File: config.mk
export PLATFORM = sky130hd
export DESIGN_NAME = port_status_pulser
export DESIGN_NICKNAME = d
export VERILOG_FILES = /design/src/rtl/status_pulse_pkg.sv /design/src/rtl/status_led_stretcher.sv /design/src/rtl/status_ref_pulse.sv /design/src/rtl/status_marker_edge.sv /design/src/rtl/port_status_pulser.sv
export SDC_FILE = /design/constraint.sdc
export NUM_CORES = 1
export LEC_CHECK = 0
export BUFFER_PORTS_ARGS = -buffer_cell sky130_fd_sc_hd__buf_2
export CORE_UTILIZATION = 50
export CTS_CLUSTER_DIAMETER = 50
export DETAILED_ROUTE_END_ITERATION = 12
export GPL_TIMING_DRIVEN = 1
export PLACE_DENSITY = 0.69
export SYNTH_ARGS = -nofsm -noshare
export SYNTH_HDL_FRONTEND = slang
export SYNTH_SLANG_ARGS = --single-unit
File: constraint.sdc
create_clock -name clk -period 3.75 [get_ports clk]
set_clock_uncertainty 0.1 [all_clocks]
set_input_delay 0.1875 -clock clk [delete_from_list [all_inputs] [get_ports clk]]
set_output_delay 0.1875 -clock clk [all_outputs]
set_load 0.005 [all_outputs]
File: src/rtl/status_pulse_pkg.sv
package status_pulse_pkg;

    typedef enum logic {
        LED_IDLE = 1'b0,
        LED_HOLD = 1'b1
    } led_state_e;

    typedef enum logic {
        REF_IDLE  = 1'b0,
        REF_DRIVE = 1'b1
    } ref_state_e;

    typedef enum logic {
        EDGE_WAIT_HIGH = 1'b0,
        EDGE_ARMED     = 1'b1
    } edge_state_e;

endpackage

File: src/rtl/status_led_stretcher.sv
module status_led_stretcher
    import status_pulse_pkg::*;
#(
    parameter int HOLD_CYCLES = 223
) (
    input  logic clk,
    input  logic rst_n,
    input  logic trigger,
    output logic led_n
);

    localparam int CW = (HOLD_CYCLES > 1) ? $clog2(HOLD_CYCLES) : 1;
    localparam logic [CW-1:0] LOAD_VAL = CW'(HOLD_CYCLES - 1);

    led_state_e     state_q;
    led_state_e     state_d;
    logic [CW-1:0]  remain_q;
    logic           count_done;

    assign count_done = (remain_q == '0);

    // next-state logic
    always_comb begin
        state_d = state_q;
        unique case (state_q)
            LED_IDLE: begin
                if (trigger) begin
                    state_d = LED_HOLD;
                end
            end
            LED_HOLD: begin
                if (!trigger && count_done) begin
                    state_d = LED_IDLE;
                end
            end
            default: state_d = LED_IDLE;
        endcase
    end

    // state register
    always_ff @(posedge clk or negedge rst_n) begin
        if (!rst_n) begin
            state_q <= LED_IDLE;
        end else begin
            state_q <= state_d;
        end
    end

    // remaining-cycle counter: reload on trigger, count down while holding
    always_ff @(posedge clk or negedge rst_n) begin
        if (!rst_n) begin
            remain_q <= '0;
        end else if (trigger) begin
            remain_q <= LOAD_VAL;
        end else if (state_q == LED_HOLD && !count_done) begin
            remain_q <= remain_q - 1'b1;
        end
    end

    // outputs
    always_comb begin
        led_n = 1'b1;
        unique case (state_q)
            LED_IDLE: led_n = 1'b1;
            LED_HOLD: led_n = 1'b0;
            default:  led_n = 1'b1;
        endcase
    end

endmodule

File: src/rtl/status_ref_pulse.sv
module status_ref_pulse
    import status_pulse_pkg::*;
#(
    parameter int WIDTH_BITS = 4
) (
    input  logic                  clk,
    input  logic                  rst_n,
    input  logic                  marker_hit,
    input  logic [WIDTH_BITS-1:0] width_cfg,
    output logic                  ref_n
);

    ref_state_e             state_q;
    ref_state_e             state_d;
    logic [WIDTH_BITS-1:0]  remain_q;
    logic [WIDTH_BITS-1:0]  load_val;
    logic                   count_done;

    // widths of 0 and 1 both collapse to a single low cycle
    always_comb begin
        if (width_cfg <= WIDTH_BITS'(1)) begin
            load_val = '0;
        end else begin
            load_val = width_cfg - 1'b1;
        end
    end

    assign count_done = (remain_q == '0);

    always_comb begin
        state_d = state_q;
        unique case (state_q)
            REF_IDLE: begin
                if (marker_hit) begin
                    state_d = REF_DRIVE;
                end
            end
            REF_DRIVE: begin
                if (!marker_hit && count_done) begin
                    state_d = REF_IDLE;
                end
            end
            default: state_d = REF_IDLE;
        endcase
    end

    always_ff @(posedge clk or negedge rst_n) begin
        if (!rst_n) begin
            state_q <= REF_IDLE;
        end else begin
            state_q <= state_d;
        end
    end

    always_ff @(posedge clk or negedge rst_n) begin
        if (!rst_n) begin
            remain_q <= '0;
        end else if (marker_hit) begin
            remain_q <= load_val;
        end else if (state_q == REF_DRIVE && !count_done) begin
            remain_q <= remain_q - 1'b1;
        end
    end

    always_comb begin
        ref_n = 1'b1;
        unique case (state_q)
            REF_IDLE:  ref_n = 1'b1;
            REF_DRIVE: ref_n = 1'b0;
            default:   ref_n = 1'b1;
        endcase
    end

endmodule

File: src/rtl/status_marker_edge.sv
module status_marker_edge
    import status_pulse_pkg::*;
#(
    parameter int NUM_PORTS = 4
) (
    input  logic                 clk,
    input  logic                 rst_n,
    input  logic                 ref_in_n,
    input  logic [NUM_PORTS-1:0] port_mask,
    output logic [NUM_PORTS-1:0] insert_req
);

    edge_state_e            state_q;
    edge_state_e            state_d;
    logic                   fire;
    logic [NUM_PORTS-1:0]   req_q;

    always_comb begin
        state_d = state_q;
        fire    = 1'b0;
        unique case (state_q)
            EDGE_WAIT_HIGH: begin
                if (ref_in_n) begin
                    state_d = EDGE_ARMED;
                end
            end
            EDGE_ARMED: begin
                if (!ref_in_n) begin
                    state_d = EDGE_WAIT_HIGH;
                    fire    = 1'b1;
                end
            end
            default: state_d = EDGE_WAIT_HIGH;
        endcase
    end

    always_ff @(posedge clk or negedge rst_n) begin
        if (!rst_n) begin
            state_q <= EDGE_WAIT_HIGH;
        end else begin
            state_q <= state_d;
        end
    end

    // registered one-cycle request, gated per port
    always_ff @(posedge clk or negedge rst_n) begin
        if (!rst_n) begin
            req_q <= '0;
        end else if (fire) begin
            req_q <= port_mask;
        end else begin
            req_q <= '0;
        end
    end

    assign insert_req = req_q;

endmodule

File: src/rtl/port_status_pulser.sv
module port_status_pulser
    import status_pulse_pkg::*;
#(
    parameter int NUM_PORTS   = 4,
    parameter int LED_CYCLES  = 223,
    parameter int WIDTH_BITS  = 4,
    parameter int PSEL_W      = (NUM_PORTS > 1) ? $clog2(NUM_PORTS) : 1
) (
    input  logic                  clk,
    input  logic                  rst_n,
    input  logic [NUM_PORTS-1:0]  rx_good_cell,
    input  logic [NUM_PORTS-1:0]  tx_cell_accept,
    input  logic [NUM_PORTS-1:0]  rx_marker,
    input  logic [PSEL_W-1:0]     marker_port_sel,
    input  logic [WIDTH_BITS-1:0] marker_width,
    input  logic                  tx_ref_n,
    input  logic [NUM_PORTS-1:0]  tx_insert_mask,
    output logic [NUM_PORTS-1:0]  rx_led_n,
    output logic [NUM_PORTS-1:0]  tx_led_n,
    output logic                  rx_ref_n,
    output logic [NUM_PORTS-1:0]  tx_insert_req
);

    localparam int SEL_SPAN = 2 ** PSEL_W;

    logic [SEL_SPAN-1:0] marker_pad;
    logic                sel_marker;

    // per-port indicator stretchers
    for (genvar p = 0; p < NUM_PORTS; p++) begin : g_port
        status_led_stretcher #(
            .HOLD_CYCLES (LED_CYCLES)
        ) u_rx_led (
            .clk     (clk),
            .rst_n   (rst_n),
            .trigger (rx_good_cell[p]),
            .led_n   (rx_led_n[p])
        );

        status_led_stretcher #(
            .HOLD_CYCLES (LED_CYCLES)
        ) u_tx_led (
            .clk     (clk),
            .rst_n   (rst_n),
            .trigger (tx_cell_accept[p]),
            .led_n   (tx_led_n[p])
        );
    end

    // pick the selected port's marker; codes past the last port select nothing
    always_comb begin
        marker_pad                = '0;
        marker_pad[NUM_PORTS-1:0] = rx_marker;
        sel_marker                = marker_pad[marker_port_sel];
    end

    status_ref_pulse #(
        .WIDTH_BITS (WIDTH_BITS)
    ) u_ref_pulse (
        .clk        (clk),
        .rst_n      (rst_n),
        .marker_hit (sel_marker),
        .width_cfg  (marker_width),
        .ref_n      (rx_ref_n)
    );

    status_marker_edge #(
        .NUM_PORTS (NUM_PORTS)
    ) u_marker_edge (
        .clk        (clk),
        .rst_n      (rst_n),
        .ref_in_n   (tx_ref_n),
        .port_mask  (tx_insert_mask),
        .insert_req (tx_insert_req)
    );

endmodule

# Word-level counts from Yosys, hierarchy flattened
# Index checks and enable logic that the tools add are counted.
# Widths: inputs -> output; s select.
[op_classes] addsub=10 order_cmp=2 muxes=61 n_bitwise=9 reduce_logical=54
[op_table] operator="$mux 8" count=16
[op_table] operator="$logic_not 8->1" count=8
[op_table] operator="$sub 8x1->8 const B" count=8
[op_table] operator="$pmux 1 s2" count=18
[op_table] operator="$mux 1" count=22
[op_table] operator="$logic_and 1x1->1" count=18
[op_table] operator="$logic_not 1->1" count=18
[op_table] operator="$reduce_bool 2->1" count=9
[op_table] operator="$mux 4" count=4
[op_table] operator="$not 1->1" count=9
[op_table] operator="$sub 4x1->4 const B" count=2
[op_table] operator="$le 4x1->1 const B" count=1
[op_table] operator="$logic_not 4->1" count=1
[op_table] operator="$lt 2x3->1 const B" count=1
[op_table] operator="$bmux 1 s2" count=1
[totals] reg_bits=82 output_inout_bits=13

# Longest topological paths before layout
[depth] depth_word=6 mapped_depth=6

# Hierarchy
# From an unflattened synthesis, not the netlist that was laid out.
[hier_totals] cells_unflattened=419 hier_area_um2=4254.1
[modules_own_cells] module="status_led_stretcher (g_port[0].u_rx_led ...)" instances=7 cells_each=46 area_each_um2=457.9
[modules_own_cells] module="status_led_stretcher (g_port[1].u_rx_led)" instances=1 cells_each=48 area_each_um2=499.2
[modules_own_cells] module="status_ref_pulse" instances=1 cells_each=39 area_each_um2=366.6
[modules_own_cells] module="status_marker_edge" instances=1 cells_each=9 area_each_um2=160.2
[modules_own_cells] module="port_status_pulser" instances=1 cells_each=1 area_each_um2=22.5

# Worst setup path after synthesis
# OpenSTA, ideal clock, no wires.
[synth_timing] path_kind="flip-flop to flip-flop" from="register g_port[0].u_tx_led.remain_q[0]" to="register g_port[0].u_tx_led.remain_q[2]" setup_ps=131 arrival_time_ps=1788 required_ps=3519 path_slack_ps=1731 stages_incl_launch_ff=7 path_buffers=0 period_less_slack_ps=2019 cell_sequence="dfrtp_1 > inv_1 > ha_1 > or3b_2 > o21ai_2 > nor3b_1 > or3_1"
[synth_via] elab_chain_cells=4
[synth_rtl] item="start, declared" line_no="status_led_stretcher.sv:17" text="logic [CW-1:0] remain_q;"
[synth_rtl] item="start signal, assigned" line_no="status_led_stretcher.sv:56" text="remain_q <= remain_q - 1'b1;"
[synth_rtl] item="parallel branches: the longest is 4 deep, another holds $sub 8x1->8"
# Several ways; the timed one is not identified. The select of a mux whose other input is x is not followed.
# A chain may end at the register's enable or synchronous reset.

# Worst setup path in the final report
# Ends and elaborated chain as after synthesis.

==> results by group <==
Status
  • Result of the run: finished clean

Synthesis
  • Synth async-reset ratio: 100%
  • Post-Syn Area: roughly 4300 sq um
  • Top cell type's share of synthesized area: roughly 47%
  • Mapped Nets: between 400 and 500
  • Mapped Cells: 431
  • Register area share after synthesis: between 40 and 50%
  • Post-synth top area cell: dfrtp_1
  • Avg Cell Area, Syn: ~10 sq um
  • Synth Flop Type: dfrtp_1
  • Post-synthesis cell type count: 56
  • Synth top area cells: dfrtp_1 47%, nor2_1 3.8%, inv_1 3.2%
  • Number of synthesized flops with an enable pin: 0
  • Yosys warnings: 0
  • FF+latch count, synth: between 80 and 90

Floorplan
  • Initial Utilization: ~52%
  • # rows: 33
  • Core Region: roughly 8300 sq um
  • Die X: ~95 um
  • DIE HEIGHT: between 90 and 100 um
  • DIE AREA: between 9000 and 10,000 sq um
  • Io pins: 38

Global route
  • Gr usage total: 18.7%
  • Largest net degree at the start of global routing: between 80 and 90
  • Antenna violations before repair: 0
  • Vias in the first global route: between 3,000 and 4,000
  • GRT overflow: 0
  • Global-route wire length before repair: approximately 13,000 um

Place
  • Number of port buffers: 37
  • Placer Congestion: between 0.7 and 0.8
  • HPWL Detailed: about 5300 um
  • Pre-CTS setup slack: approximately 1600 ps

Power and ir drop
  • Sw Ratio: approximately a quarter
  • Internal power: ~0.0014 W
  • Share of total power in sequential cells: a little over half
  • Design Power: approximately 0.0019 W
  • Power per Cell Area: 388 nW/um^2
  • Comb pwr share: between 10% and 20%
  • Sw Pwr: 0.000490 W
  • Lkg Pwr: ~2.0 nW
  • Share of power burned in the clock network: 34.5%
  • Worst IR Drop VDD: between 200 and 250 uV

Clock tree
  • Clock root buffer master: clkbuf_8
  • CTS Sinks: 82
  • Setup bufs post-CTS: 0
  • Reg clk slew, reported paths: roughly 80 ps
  • Num CTS Buffers: 9
  • H-tree levels: 3
  • Worst-Skew Late Latency: between 300 and 400 ps
  • Resize count post-CTS: 0
  • Clock Tree Buf Depth: 2
  • CTS tree: done
  • CTS Hold Bufs: 13

Cells and area
  • Share of cells above drive strength 1: 15.4%
  • Most common cell after layout, fill and taps aside: dfrtp_1
  • Util after Layout: roughly three fifths
  • Multi-input gate area: 2040 sq um
  • Leading cell types in the layout, fill and taps excluded: 82 x dfrtp_1, 44 x nor2_1, 37 x inv_1
  • Fillers: 732
  • Sequential cell area: 2050 sq um
  • Layout Nets: 512
  • ANT cells: 0
  • Area delta synth->final: 12.8%

Worst setup path
  • Max incr delay on CP: 520 ps
  • CP max stage cell: or3b_2
  • Critical Path Fanout Max: 7
  • WS Path Type: flop to flop
  • Critical Path RT: about 3900 ps
  • CP Cell Sequence: inv_1 -> ha_1 -> or3b_2 -> o21ai_2 -> nor3b_1 -> or3_1
  • CP arrival: 2330 ps
  • Critical Path Start Type: flop
  • Delay-heaviest family, CP: simple AND/OR/NAND/NOR gates
  • Setup crit end kind: flop
  • Worst path buffer plus inverter count: 1

Timing
  • Fin Setup TNS: 0 ps
  • Hold slack: roughly 29 ps
  • Final worst setup slack: roughly 1600 ps
  • Max_slew headroom: ~32%
  • RSZ-0062 raised after global routing: false
  • Fin crit share: between 50% and 60%
  • Fmax: about 450 MHz
  • Final hold violations: 0
  • Final setup viols: 0
  • Final Max Tran Viols: 0
  • Slew @ Worst Pin: 1010 ps
  • Min Clock Period, post-route: about 2200 ps

Detailed routing
  • Vias: roughly 3,200
  • Drt first pass iters: 4
  • WL/cell: 12.8 um
  • DRC viols: 0
  • Drt total wl: about 7500 um
  • Initial DRC count: 125
  • ANT nets after route: 0
  • Via/cell ratio: roughly 5.4

Run
  • Max-Cap Viols: 0

Min path
  • Worst Hold Class: input port to flop
metal layers:
layer | wire [um] | share of wire (%) | GRT usage [%]
met5 | 0 | 0 | 0
met4 | 124 | 1.6 | 8.71
met3 | 177 | 2.4 | 3.59
met2 | 3600 | 48 | 31.2
met1 | 3620 | 48 | 23.5
through the flow:
| stage | std cells | instance area (sq um) |
|---|---|---|
| 6_report | 586 | 4880 |
| 5_1_grt | 586 | 4880 |
| 4_1_cts | 586 | 4880 |
| 3_5_place_dp | 557 | 4550 |
| 3_3_place_gp | 557 | 4550 |
| 2_1_floorplan | 431 | 4330 |
cells in the mapped netlist (6+ instances only):
cell type,count
mux2i_1,8
nand3_1,8
nor2_1,44
or4_1,6
xnor2_1,12
a211o_1,9
nand2b_1,17
inv_1,37
buf_4,8
nor2b_1,8
nor3_1,16
o21ai_0,13
o31ai_1,9
nor4_1,9
nand2_1,27
xor2_1,8
nor3b_1,6
dfrtp_1,82
a21oi_1,16
ha_1,11
power groups by stage:
stage	sequential, W	clock (W)	combinational [W]
floorplan	0.000993	0	0.000179
global placement	0.00100	0	0.000236
CTS	0.000988	0.000681	0.000259
finish	0.000988	0.000654	0.000254
global route	0.000996	0.000711	0.000291
detailed placement	0.00100	0	0.000246
registers in the layout, summed over array words and instances (netlist names):
signal / flops
g_port.u_rx_led.remain_q: 32
g_port.u_tx_led.remain_q: 32
g_port.u_rx_led.state_q: 4
g_port.u_tx_led.state_q: 4
u_marker_edge.insert_req: 4
u_ref_pulse.remain_q: 4
u_marker_edge.state_q: 1
u_ref_pulse.state_q: 1
path summary, 6_finish.rpt:
path	from	endpoint	depth (start not counted)	slack [ps]
max in group asynchronous	rst_n	g_port[0].u_rx_led.remain_q[4]$_DFFE_PN0P_	2	2460
min in group asynchronous	rst_n	g_port[2].u_rx_led.remain_q[2]$_DFFE_PN0P_	2	430
min	tx_cell_accept[2]	g_port[2].u_tx_led.remain_q[0]$_DFFE_PN0P_	2	30
min reg2reg	g_port[2].u_rx_led.remain_q[2]$_DFFE_PN0P_	g_port[2].u_rx_led.remain_q[2]$_DFFE_PN0P_	1	410
max reg2reg	g_port[0].u_tx_led.remain_q[0]$_DFFE_PN0P_	g_port[0].u_tx_led.remain_q[2]$_DFFE_PN0P_	6	1550
max	g_port[0].u_tx_led.remain_q[0]$_DFFE_PN0P_	g_port[0].u_tx_led.remain_q[2]$_DFFE_PN0P_	6	1550
cells by family (layout without fill, tap and decap cells):
family                   count (synthesis)  after routing  share of synthesized area, %
multiplexers                            12             12                          3.15
adder cells (fa/ha/maj)                 11             11                          3.18
buffers and inverters                   53            103                          5.52
flip-flops                              82             82                          47.4
XOR/XNOR                                20             20                          4.05
AO/OA/AOI/OAI                           76             76                          13.9
AND/OR/NAND/NOR                        177            177                          22.8
cell type report:
type,count,area share [%]
clock inverters,4,1.02
multi-input cells,296,41.7
clock buffers,12,3.18
well taps,105,2.69
flip-flops and latches,82,42.0
inverters,37,2.84
repair buffers,50,6.51
Note: power is estimated with default switching activity, not from simulation.
